$ cat src/rtl/mac_irq_pkg.sv
package mac_irq_pkg;
  localparam int REG_W   = 32;
  localparam int EVT_LO  = 19;
  localparam int EVT_CNT = 13;

  // bit positions (decoded by software, so fixed)
  localparam int B_HEARTBEAT = 31;
  localparam int B_RX_BABBLE = 30;
  localparam int B_TX_BABBLE = 29;
  localparam int B_STOP_DONE = 28;
  localparam int B_TX_FRAME  = 27;
  localparam int B_TX_BUF    = 26;
  localparam int B_RX_FRAME  = 25;
  localparam int B_RX_BUF    = 24;
  localparam int B_MGMT_DONE = 23;
  localparam int B_BUS_ERR   = 22;
  localparam int B_LATE_COL  = 21;
  localparam int B_RETRY_LIM = 20;
  localparam int B_UNDERRUN  = 19;

  typedef enum logic {SEL_EVENT = 1'b0, SEL_MASK = 1'b1} reg_sel_e;

  // contiguous field of implemented bits
  function automatic logic [REG_W-1:0] field_mask(input int lo, input int cnt);
    logic [REG_W-1:0] m;
    m = '0;
    for (int i = 0; i < REG_W; i++)
      if (i >= lo && i < lo + cnt) m[i] = 1'b1;
    return m;
  endfunction

  // sticky update: clear first, then set, so a set always wins
  function automatic logic [REG_W-1:0] sticky_next(input logic [REG_W-1:0] cur,
                                                   input logic [REG_W-1:0] set,
                                                   input logic [REG_W-1:0] clr,
                                                   input logic [REG_W-1:0] impl);
    return ((cur & ~clr) | set) & impl;
  endfunction

  function automatic logic any_pending(input logic [REG_W-1:0] evt,
                                       input logic [REG_W-1:0] msk);
    return |(evt & msk);
  endfunction
endpackage

$ cat src/rtl/mac_irq_evt.sv
module mac_irq_evt
  import mac_irq_pkg::*;
#(
  parameter int W = REG_W,
  parameter logic [W-1:0] IMPL = '1
) (
  input  logic         clk_i,
  input  logic         rst_ni,
  input  logic [W-1:0] set_i,
  input  logic [W-1:0] clr_i,
  output logic [W-1:0] q_o
);
  logic [W-1:0] q;

  always_ff @(posedge clk_i) begin
    if (!rst_ni) q <= '0;
    else         q <= sticky_next(q, set_i, clr_i, IMPL);
  end

  assign q_o = q;
endmodule

$ cat src/rtl/mac_irq_mask.sv
module mac_irq_mask #(
  parameter int W = 32,
  parameter logic [W-1:0] IMPL = '1
) (
  input  logic         clk_i,
  input  logic         rst_ni,
  input  logic         we_i,
  input  logic [W-1:0] wdata_i,
  output logic [W-1:0] q_o
);
  logic [W-1:0] q;

  always_ff @(posedge clk_i) begin
    if (!rst_ni)   q <= '0;
    else if (we_i) q <= wdata_i & IMPL;
  end

  assign q_o = q;
endmodule

$ cat src/rtl/mac_irq_stop.sv
module mac_irq_stop #(
  parameter int N_LVL = 2
) (
  input  logic             clk_i,
  input  logic             rst_ni,
  input  logic [N_LVL-1:0] req_lvl_i,
  input  logic             req_pulse_i,
  input  logic             busy_i,
  output logic             done_o
);
  localparam int N_SRC = N_LVL + 1;

  logic [N_LVL-1:0] lvl_prev;
  logic [N_SRC-1:0] req_now;
  logic [N_SRC-1:0] pend_q;
  logic             any_req;

  for (genvar g = 0; g < N_LVL; g++) begin : g_edge
    always_ff @(posedge clk_i) begin
      if (!rst_ni) lvl_prev[g] <= 1'b0;
      else         lvl_prev[g] <= req_lvl_i[g];
    end
    assign req_now[g] = req_lvl_i[g] & ~lvl_prev[g];
  end
  assign req_now[N_LVL] = req_pulse_i;

  assign any_req = |(pend_q | req_now);
  assign done_o  = any_req & ~busy_i;

  // requests wait while a frame is in flight; all drain together
  always_ff @(posedge clk_i) begin
    if (!rst_ni)     pend_q <= '0;
    else if (busy_i) pend_q <= pend_q | req_now;
    else             pend_q <= '0;
  end
endmodule

$ cat src/rtl/mac_irq_unit.sv
module mac_irq_unit
  import mac_irq_pkg::*;
(
  input  logic        clk_i,
  input  logic        rst_ni,
  input  logic        reg_wr_i,
  input  logic        reg_wr_sel_i,
  input  logic [31:0] reg_wdata_i,
  input  logic        reg_rd_sel_i,
  output logic [31:0] reg_rdata_o,
  input  logic        ev_heartbeat_i,
  input  logic        ev_rx_babble_i,
  input  logic        ev_tx_babble_i,
  input  logic        ev_tx_frame_i,
  input  logic        ev_tx_buf_i,
  input  logic        ev_rx_frame_i,
  input  logic        ev_rx_buf_i,
  input  logic        ev_mgmt_done_i,
  input  logic        ev_bus_err_i,
  input  logic        ev_late_col_i,
  input  logic        ev_retry_lim_i,
  input  logic        ev_tx_underrun_i,
  input  logic        stop_sw_i,
  input  logic        stop_pause_i,
  input  logic        pause_frame_i,
  input  logic        tx_in_frame_i,
  output logic        irq_o,
  output logic        mac_disable_o
);
  localparam logic [REG_W-1:0] IMPL = field_mask(EVT_LO, EVT_CNT);

  logic [REG_W-1:0] set_vec;
  logic [REG_W-1:0] clr_vec;
  logic [REG_W-1:0] evt_q;
  logic [REG_W-1:0] mask_q;
  logic             stop_done;
  logic             mask_we;
  logic             disable_q;

  mac_irq_stop #(.N_LVL(2)) u_stop (
    .clk_i      (clk_i),
    .rst_ni     (rst_ni),
    .req_lvl_i  ({stop_pause_i, stop_sw_i}),
    .req_pulse_i(pause_frame_i),
    .busy_i     (tx_in_frame_i),
    .done_o     (stop_done)
  );

  always_comb begin
    set_vec = '0;
    set_vec[B_HEARTBEAT] = ev_heartbeat_i;
    set_vec[B_RX_BABBLE] = ev_rx_babble_i;
    set_vec[B_TX_BABBLE] = ev_tx_babble_i;
    set_vec[B_STOP_DONE] = stop_done;
    set_vec[B_TX_FRAME]  = ev_tx_frame_i;
    set_vec[B_TX_BUF]    = ev_tx_buf_i;
    set_vec[B_RX_FRAME]  = ev_rx_frame_i;
    set_vec[B_RX_BUF]    = ev_rx_buf_i;
    set_vec[B_MGMT_DONE] = ev_mgmt_done_i;
    set_vec[B_BUS_ERR]   = ev_bus_err_i;
    set_vec[B_LATE_COL]  = ev_late_col_i;
    set_vec[B_RETRY_LIM] = ev_retry_lim_i;
    set_vec[B_UNDERRUN]  = ev_tx_underrun_i;
  end

  assign clr_vec = (reg_wr_i && reg_sel_e'(reg_wr_sel_i) == SEL_EVENT) ? reg_wdata_i : '0;
  assign mask_we = reg_wr_i && reg_sel_e'(reg_wr_sel_i) == SEL_MASK;

  mac_irq_evt #(.W(REG_W), .IMPL(IMPL)) u_evt (
    .clk_i (clk_i),
    .rst_ni(rst_ni),
    .set_i (set_vec),
    .clr_i (clr_vec),
    .q_o   (evt_q)
  );

  mac_irq_mask #(.W(REG_W), .IMPL(IMPL)) u_mask (
    .clk_i  (clk_i),
    .rst_ni (rst_ni),
    .we_i   (mask_we),
    .wdata_i(reg_wdata_i),
    .q_o    (mask_q)
  );

  always_ff @(posedge clk_i) begin
    if (!rst_ni) disable_q <= 1'b0;
    else         disable_q <= ev_bus_err_i;
  end

  assign mac_disable_o = disable_q;
  assign irq_o         = any_pending(evt_q, mask_q);
  assign reg_rdata_o   = (reg_sel_e'(reg_rd_sel_i) == SEL_MASK) ? mask_q : evt_q;
endmodule

$ cat config.mk
export PLATFORM = sky130hd
export DESIGN_NAME = mac_irq_unit
export DESIGN_NICKNAME = d
export VERILOG_FILES = /design/src/rtl/mac_irq_pkg.sv /design/src/rtl/mac_irq_evt.sv /design/src/rtl/mac_irq_mask.sv /design/src/rtl/mac_irq_stop.sv /design/src/rtl/mac_irq_unit.sv
export SDC_FILE = /design/constraint.sdc
export NUM_CORES = 1
export LEC_CHECK = 0
export ABC_AREA = 1
export BUFFER_PORTS_ARGS = -buffer_cell sky130_fd_sc_hd__buf_4
export CORE_MARGIN = 3
export CORE_UTILIZATION = 45
export DETAILED_ROUTE_END_ITERATION = 16
export GPL_ROUTABILITY_DRIVEN = 0
export PLACE_DENSITY = 0.81
export SLEW_MARGIN = 20
export SYNTH_ARGS = -nofsm -noshare
export SYNTH_HDL_FRONTEND = slang
export SYNTH_SLANG_ARGS = --single-unit
$ cat constraint.sdc
create_clock -name clk_i -period 1.6 [get_ports clk_i]
set_input_delay 0.32 -clock clk_i [delete_from_list [all_inputs] [get_ports clk_i]]
set_output_delay 0.32 -clock clk_i [all_outputs]
set_load 0.1 [all_outputs]
Word-level counts from Yosys, hierarchy flattened:

Cells that the tools add are included.
W data, S select, Z words.

* mux-type cells: 2
* bitwise operators: 12
* reductions and logical operators: 5

Operators with widths (count)
* $and A32 B32 Y32: 2
* $mux W32: 2
* $not A32 Y32: 1
* $or A32 B32 Y32: 1
* $reduce_or A32 Y1: 1
* $not A1 Y1: 4
* $and A1 B1 Y1: 3
* $or A3 B3 Y3: 1
* $reduce_or A3 Y1: 1
* $logic_and A1 B1 Y1: 2
* $reduce_and A2 Y1: 1

* bits in registers: 51
* input port bits: 53
* output and inout bits: 34
* logic and storage cells: 26

Longest topological paths before layout:

Gate-level depths: netlist (run 1).

* depth in word-level cells: 6
* depth in mapped cells: 5
* mapped depth without buffers: 5

By module:

Synthesis (run 1) repeated with hierarchy kept, for this count alone.

* cells, all modules: 387
* area total of the unflattened synthesis: 2622.5 sq um

By module, submodules not included
* mac_irq_unit: instances 1, cells each 174, area each 1082.3 sq um, seq. area each 20.0 sq um
* mac_irq_mask: instances 1, cells each 102, area each 691.9 sq um, seq. area each 260.2 sq um
* mac_irq_evt: instances 1, cells each 87, area each 670.6 sq um, seq. area each 260.2 sq um
* mac_irq_stop: instances 1, cells each 24, area each 177.7 sq um, seq. area each 100.1 sq um

Worst setup path before layout (run 1):

OpenSTA, ideal clock, no wires.

* path type: flip-flop to output port
* start: register u_evt.q[24] (netlist: u_evt.q_o[24])
* end: output port irq_o
* arrival: 1.138 ns
* required time: 1.280 ns
* slack: 0.142 ns
* cell stages (with the launch flop): 5
* buffers on the path: 0
* cells stage by stage: dfxtp_1 > nand2_1 > nand4_1 > nor2_1 > nand2_1

* word-level cells in the longest chain between the ends: 2

RTL lines
* start, declared: line mac_irq_evt.sv:13 `logic [W-1:0] q;`
* start signal, assigned: line mac_irq_evt.sv:17 `else q <= sticky_next(q, set_i, clr_i, IMPL);`
* $and A32 B32 Y32: line mac_irq_pkg.sv:42 `return |(evt & msk);`
* $reduce_or A32 Y1: line mac_irq_pkg.sv:42
* end, declared: line mac_irq_unit.sv:27 `output logic irq_o,`

Every way passes these cells.

Final worst setup path (run 1):

* start: register u_evt.q[30] (netlist: u_evt.q_o[30])
* end: output port irq_o

The elaborated chain is that of the path after synthesis.

==> results of run 1 <==
[synthesized netlist by cell type]
| cell type | instances | share of area |
|---|---|---|
| inv_2 | 1 | 0.0024 |
| inv_1 | 14 | 0.034 |
| buf_2 | 5 | 0.016 |
| o21ai_0 | 16 | 0.052 |
| dfxtp_1 | 32 | 0.41 |
| nand2_1 | 23 | 0.056 |
| nand4_1 | 3 | 0.012 |
| nor2_1 | 32 | 0.078 |
| o21bai_1 | 1 | 0.0049 |
| buf_6 | 2 | 0.015 |
| nand3_1 | 12 | 0.039 |
| mux2_4 | 10 | 0.097 |
| mux2_2 | 3 | 0.022 |
| conb_1 | 1 | 0.0024 |
| a21oi_1 | 18 | 0.058 |
| buf_4 | 20 | 0.097 |
[metal layers]
layer  vias to the layer above  wire length (um)  share of wire  global-route usage
li1                        682                 -              -                   -
met1                       592              1390           0.40               0.200
met2                        54              1690           0.49               0.264
met3                         5               346           0.10              0.0763
met4                         0                40          0.012              0.0633
met5                         -                 0              0                   0
[cell families (layout without fill, tap and decap cells)]
kind of cell    Yosys count  after routing  synth area share
compound gates           35             35             0.115
other cells               1             19           0.00243
flops                    32             32             0.415
buf+inv                  42             72             0.164
simple gates             70             70             0.185
mux                      13             13             0.119
[cell usage in the layout, fill, tap and decap left out]
cell type / instances
inv_2: 1
dfxtp_2: 6
clkbuf_4: 5
a21oi_1: 17
o21ai_0: 16
o21bai_1: 1
nand2_1: 20
nor2_1: 31
nand3_1: 12
conb_1: 19
inv_1: 14
buf_12: 1
a21oi_2: 1
mux2_2: 3
nand4_1: 3
clkbuf_8: 2
nor2_2: 1
mux2_4: 10
buf_4: 49
nand2_2: 3
dfxtp_1: 26
[worst paths after layout]
kind | startpoint | to | cells after the start
worst max-delay path | u_evt.q_o[30] | irq_o | 5
worst min-delay path | stop_sw_i | u_stop.lvl_prev[0] | 3
worst max register to register | u_stop.pend_q[2] | u_evt.q_o[28] | 4
worst min register to register | u_stop.pend_q[1] | u_stop.pend_q[1] | 2
[flip-flops by register name, indices dropped and copies added (netlist names)]
signal,cells
mac_disable_o,1
u_stop.pend_q,3
u_evt.q_o,13
u_stop.lvl_prev,2
u_mask.q_o,13
[where the power goes]
group          switching [mW]  internal, mW  total, mW
clock network           0.262         0.249      0.511
registers              0.0369         0.853      0.889
logic                   0.593         0.198      0.791
total                   0.892          1.30       2.19
[worst reg2reg max path: cells and delay by family (launching register included)]
kind	cells	cell delay (ns)
compound gates	2	0.24
flops	1	0.31
simple gates	2	0.21
[final cells by class]
cell class / instances / area, sq um / area share
clock buffers: 7 / 65.1 / 0.0335
inverters: 15 / 56.3 / 0.0290
multi-input cells: 137 / 732 / 0.376
flip-flops and latches: 32 / 648 / 0.333
well taps: 44 / 55.1 / 0.0283
repair buffers: 50 / 388 / 0.199
[what timing repair did]
item / 4_1_cts / 5_1_grt
pin swaps: 0 / 3
endpoints found under the setup margin: 1 / 1
resized for setup: 1 / 13
[stage by stage]
stage,setup slack [ns],instance area (sq um)
4_1_cts,0.00598,1910
3_3_place_gp,0.107,1850
3_5_place_dp,0.117,1850
2_1_floorplan,0.142,1610
6_report,0.0340,1940
5_1_grt,-0.0666,1940
==> reports/qor.csv, run 1 <==
metric;value;unit
status;finished, final reports clean;
Clock transition at path regs;0.10;ns
pwr dens;1130;nW/um^2
RSZ-0062 raised after global routing;true;
crit-path max FO;3;
startpoint types;register;
Worst-Skew Late Latency;0.33;ns
final wirelength;3.47;mm
Die Width;64.6;um
n_diodes;0;
largest buffer count on any clock path;2;
post-route minimum period;1.57;ns
final worst-path cycle share;0.979;
FF-to-FF setup slack;0.73;ns
Slew Limit Fails;0;
layout cells sized above 1;0.340;
Die ar.;4170;sq um
HPWL after DPL;2.50;mm
synthesized area;1550;sq um
Final Hold Viols;0;
critical path required time;1.28;ns
Core Util, Final;0.617;
DRT antenna net count;0;
final non-filler cell total;285;
Max VDD drop;0.643;mV
CTS tree;built;
CP delay by family, top;flip-flops;
syn_area_per_cell;8.01;sq um
Synth Warn #;0;
Hold Path Class;in -> reg;
DR iter-0 viols;65;
clock sinks;32;
Max Freq;0.639;GHz
worst setup path class;reg -> out;
Pleak;0.963;nW
Port-buffer cells;48;
crit-path max cell delay;0.33;ns
Max-cap violations;0;
number of optimization iterations in the first detailed-route pass;4;
first-pass GRT wire length;5.31;mm
via count;1333;
Critical Path Sink Type;primary output;
Post-Syn Instances;193;
Root Buffer;clkbuf_4;
total power;2.19;mW
Syn-to-layout area delta;25.8;%
final net count;294;
DRC;0;
WL per Instance;12.2;um
buffer count from post-CTS setup fixing;0;
placed cells;278;
Die Ht;64.6;um
synthesized flop and latch total;32;
sequential-to-total area share from yosys stat;0.415;
cts hold-fix bufs;0;
Num CTS Buffers;5;
H-tree depth;2;
Fill cells;302;
total negative setup slack;0;ns
# IOs;87;
CP Data Arrival Time;1.25;ns
grt ovf;0;
initial antenna violation count;0;
# setup viols final;0;
Hold Slack;0.169;ns
FP Rows;20;
Bufs and invs on worst path;1;
CP max stage cell;dfxtp_2;
gr usage total;0.168;
vias per cell;4.68;
total core area;3150;sq um
crit-path cells;nand2_1 > nand4_1 > a21oi_2 > nand2_2 > buf_12;
post-synth cell types;16;
Starting Density;0.490;
largest net degree at the start of global routing;20;
worst clock skew;0.000409;ns
vias in the first global route;1188;
(Power assumes the default switching activity.)
==> run 2: changes to the inputs <==
--- a/config.mk
+++ b/config.mk
@@ -5,7 +5,6 @@
 export SDC_FILE = /design/constraint.sdc
 export NUM_CORES = 1
 export LEC_CHECK = 0
-export ABC_AREA = 1
 export BUFFER_PORTS_ARGS = -buffer_cell sky130_fd_sc_hd__buf_4
 export CORE_MARGIN = 3
 export CORE_UTILIZATION = 45
==> run 2 against run 1 <==
  * The flow now finishes with violations (setup timing)
  * Maximum frequency decreased by 17%
  * Clock skew increased by 0.0018 ns
  * Clock power decreased by 6.8%
  * Hold slack improved by 0.026 ns
  * Die area increased by 1.9%
  * Via count decreased by 8.2%
  * Combinational power decreased by 10%
  * Setup slack got worse by 0.32 ns
  * Routed wire length decreased by 12%
  * Sequential share of layout area decreased by 0.15 points
  * Critical path depth decreased by 1
  * Critical path type unchanged
  * Largest cell class unchanged
  * Largest power group unchanged
==> reports/qor.csv, run 2 <==
metric;value;unit;change
status;finished with violations;;
failing checks;setup timing;;
via count;1224;;-8.2%
largest family of logic cells by synthesized area;compound AO/OA/AOI/OAI gates;;
synthesized area;1580;sq um;+2.1%
synthesized flop and latch total;32;;unchanged
leading cell types in the layout, fill and taps excluded;buf_4 (47), dfxtp_1 (32), nand2_1 (29);;
worst setup path class;reg -> out;;
simple-gate portion of the synthesized area;0.132;;-0.0522
mux share of post-synthesis cell area;0.0928;;-0.0262
Die Ht;65.2;um;+0.94%
Worst-Skew Late Latency;0.32;ns;about the same
Die Width;65.2;um;+0.94%
crit-path max FO;3;;unchanged
initial antenna violation count;0;;unchanged
total negative setup slack;-0.288;ns;-0.288 ns
final net count;264;;-10%
Core Util, Final;0.603;;-0.0139
Starting Density;0.493;;+0.00250
Clock transition at path regs;0.10;ns;about the same
ys flop type;dfxtp_1;;
final wirelength;3.06;mm;-12%
Post-Syn Instances;164;;-15%
# IOs;87;;unchanged
syn_area_per_cell;9.62;sq um;+20%
gr usage total;0.153;;-0.0154
DRC;0;;unchanged
DRT antenna net count;0;;unchanged
n_diodes;0;;unchanged
CP Data Arrival Time;1.57;ns;+0.32 ns
startpoint types;register;;
Critical Path Sink Type;primary output;;
final non-filler cell total;256;;-10%
Final Hold Viols;0;;unchanged
top post-synthesis cells by area;dfxtp_1 (41%), buf_4 (9.5%), mux2_2 (9.3%);;
clock sinks;32;;unchanged
largest net degree at the start of global routing;32;;+60%
# setup viols final;1;;+1
XOR/XNOR share of the synthesized area;0;;unchanged
Post-synth EDFFs;0;;unchanged
sequential-to-total area share from yosys stat;0.406;;-0.00855
Syn-to-layout area delta;22.4;%;
H-tree depth;2;;unchanged
top post-synthesis cells by count;dfxtp_1 (32), nand2_1 (29), buf_4 (20);;
most common cell in the synthesized netlist;dfxtp_1;;
number of optimization iterations in the first detailed-route pass;4;;unchanged
Yosys top cell by area;dfxtp_1;;
Max Freq;0.530;GHz;-17%
FP Rows;20;;unchanged
first-pass GRT wire length;4.99;mm;-6.1%
final worst-path cycle share;1.18;;+0.202
CTS tree;built;;
cts hold-fix bufs;0;;unchanged
top cell type's share of synthesized area;0.406;;-0.00855
Hold Slack;0.195;ns;+0.0259 ns
post-route minimum period;1.89;ns;+0.322 ns
Max VDD drop;0.631;mV;-1.8%
post-route setup slack;-0.288;ns;-0.322 ns
DR iter-0 viols;19;;-71%
Critical Path Source;u_evt.q_o[23];;
total core area;3200;sq um;+1.6%
Max-cap violations;0;;unchanged
Synth Warn #;0;;unchanged
largest buffer count on any clock path;2;;unchanged
pwr dens;1070;nW/um^2;-5.3%
worst clock skew;0.00226;ns;+0.00185 ns
WL per Instance;11.9;um;-1.8%
Port-buffer cells;48;;unchanged
compound-gate portion of the synthesized area;0.244;;+0.129
Num CTS Buffers;5;;unchanged
HP Start;ev_late_col_i;;
Die ar.;4250;sq um;+1.9%
placed cells;248;;-11%
RSZ-0062 raised after global routing;true;;
ys async rst share;0;;unchanged
vias in the first global route;1172;;-1.3%
vias per cell;4.78;;+2.2%
HPWL after DPL;2.29;mm;-8.5%
critical path required time;1.28;ns;about the same
Root Buffer;clkbuf_4;;
Pleak;0.844;nW;-12%
layout cells sized above 1;0.377;;+0.0371
post-synth cell types;24;;+8
grt ovf;0;;unchanged
commonest non-fill, non-tap cell in the layout;buf_4;;
Slew Limit Fails;0;;unchanged
total power;2.06;mW;-6.0%
Hold Path Class;in -> reg;;
Reg-to-Reg Start;u_stop.pend_q[0];;
Post-Synth Adder-Cell Area;0;;unchanged
[run 2: cell count changes in the layout (fill, tap and decap cells not counted), sizes merged, moves of 11 or more]
cell and change:
a21oi -18, nor2 -26, nand3 -11, o21ai -15, o21a +12, inv -15
a21boi +25
[run 2: path summary, 6_finish.rpt]
kind | end | slack, ns | depth (start not counted)
worst min-delay path | u_evt.q_o[21] | 0.19 | 2
worst max-delay path | irq_o | -0.29 | 4
worst max register to register | u_evt.q_o[28] | 0.71 | 2
worst min register to register | u_stop.pend_q[0] | 0.48 | 2
[run 2: area by class of cell]
type | instances | area, sq um
well taps | 44 | 55.1
fillers | 299 | 1270
multi-input cells | 124 | 812
repair buffers | 48 | 364
clock buffers | 8 | 58.8
flip-flops and latches | 32 | 641
[run 2: timing repair]
action / 4_1_cts / 5_1_grt
gates resized for setup: 1 / 0
pin swaps: 0 / 0
setup endpoints to repair: 1 / 1
cloned: 0 / 0
buffers inserted: 0 / 0
[run 2: metal layers]
metal	part of all wire	routed length, um	global-route usage	up-vias
met2	0.46	1420	0.241	48
met4	0.017	51	0.0777	0
met3	0.077	235	0.0530	4
met1	0.44	1360	0.183	555
li1	-	-	-	617
met5	0	0	0	-
[run 2: through the flow]
stage                     worst slack (ns)  cell area [sq um]
after floorplan                     -0.366               1650
after global placement              0.0664               1870
after detailed placement            0.0680               1870
after CTS                           -0.278               1930
after global routing                -0.419               1930
final                               -0.288               1930
[run 2: logic make-up (layout without fill, tap and decap cells)]
kind of cell,after synthesis,count (layout)
AOI/OAI and AO/OA,46,46
buffers and inverters,26,56
DFF,32,32
muxes,13,13
other,1,19
and+or+nand+nor,46,46
[run 2: critical path, stage by stage (launching register included)]
cell	delay (ns)
dfxtp_1	0.33
a222oi_1	0.36
and3_1	0.22
nand4_1	0.12
buf_6	0.22
[run 2: power by group]
group          leakage [nW]  internal (mW)  switching, mW
Combinational         0.547          0.177          0.534
Sequential            0.265          0.844         0.0292
Clock                0.0326          0.217          0.260
Total                 0.844           1.24          0.823
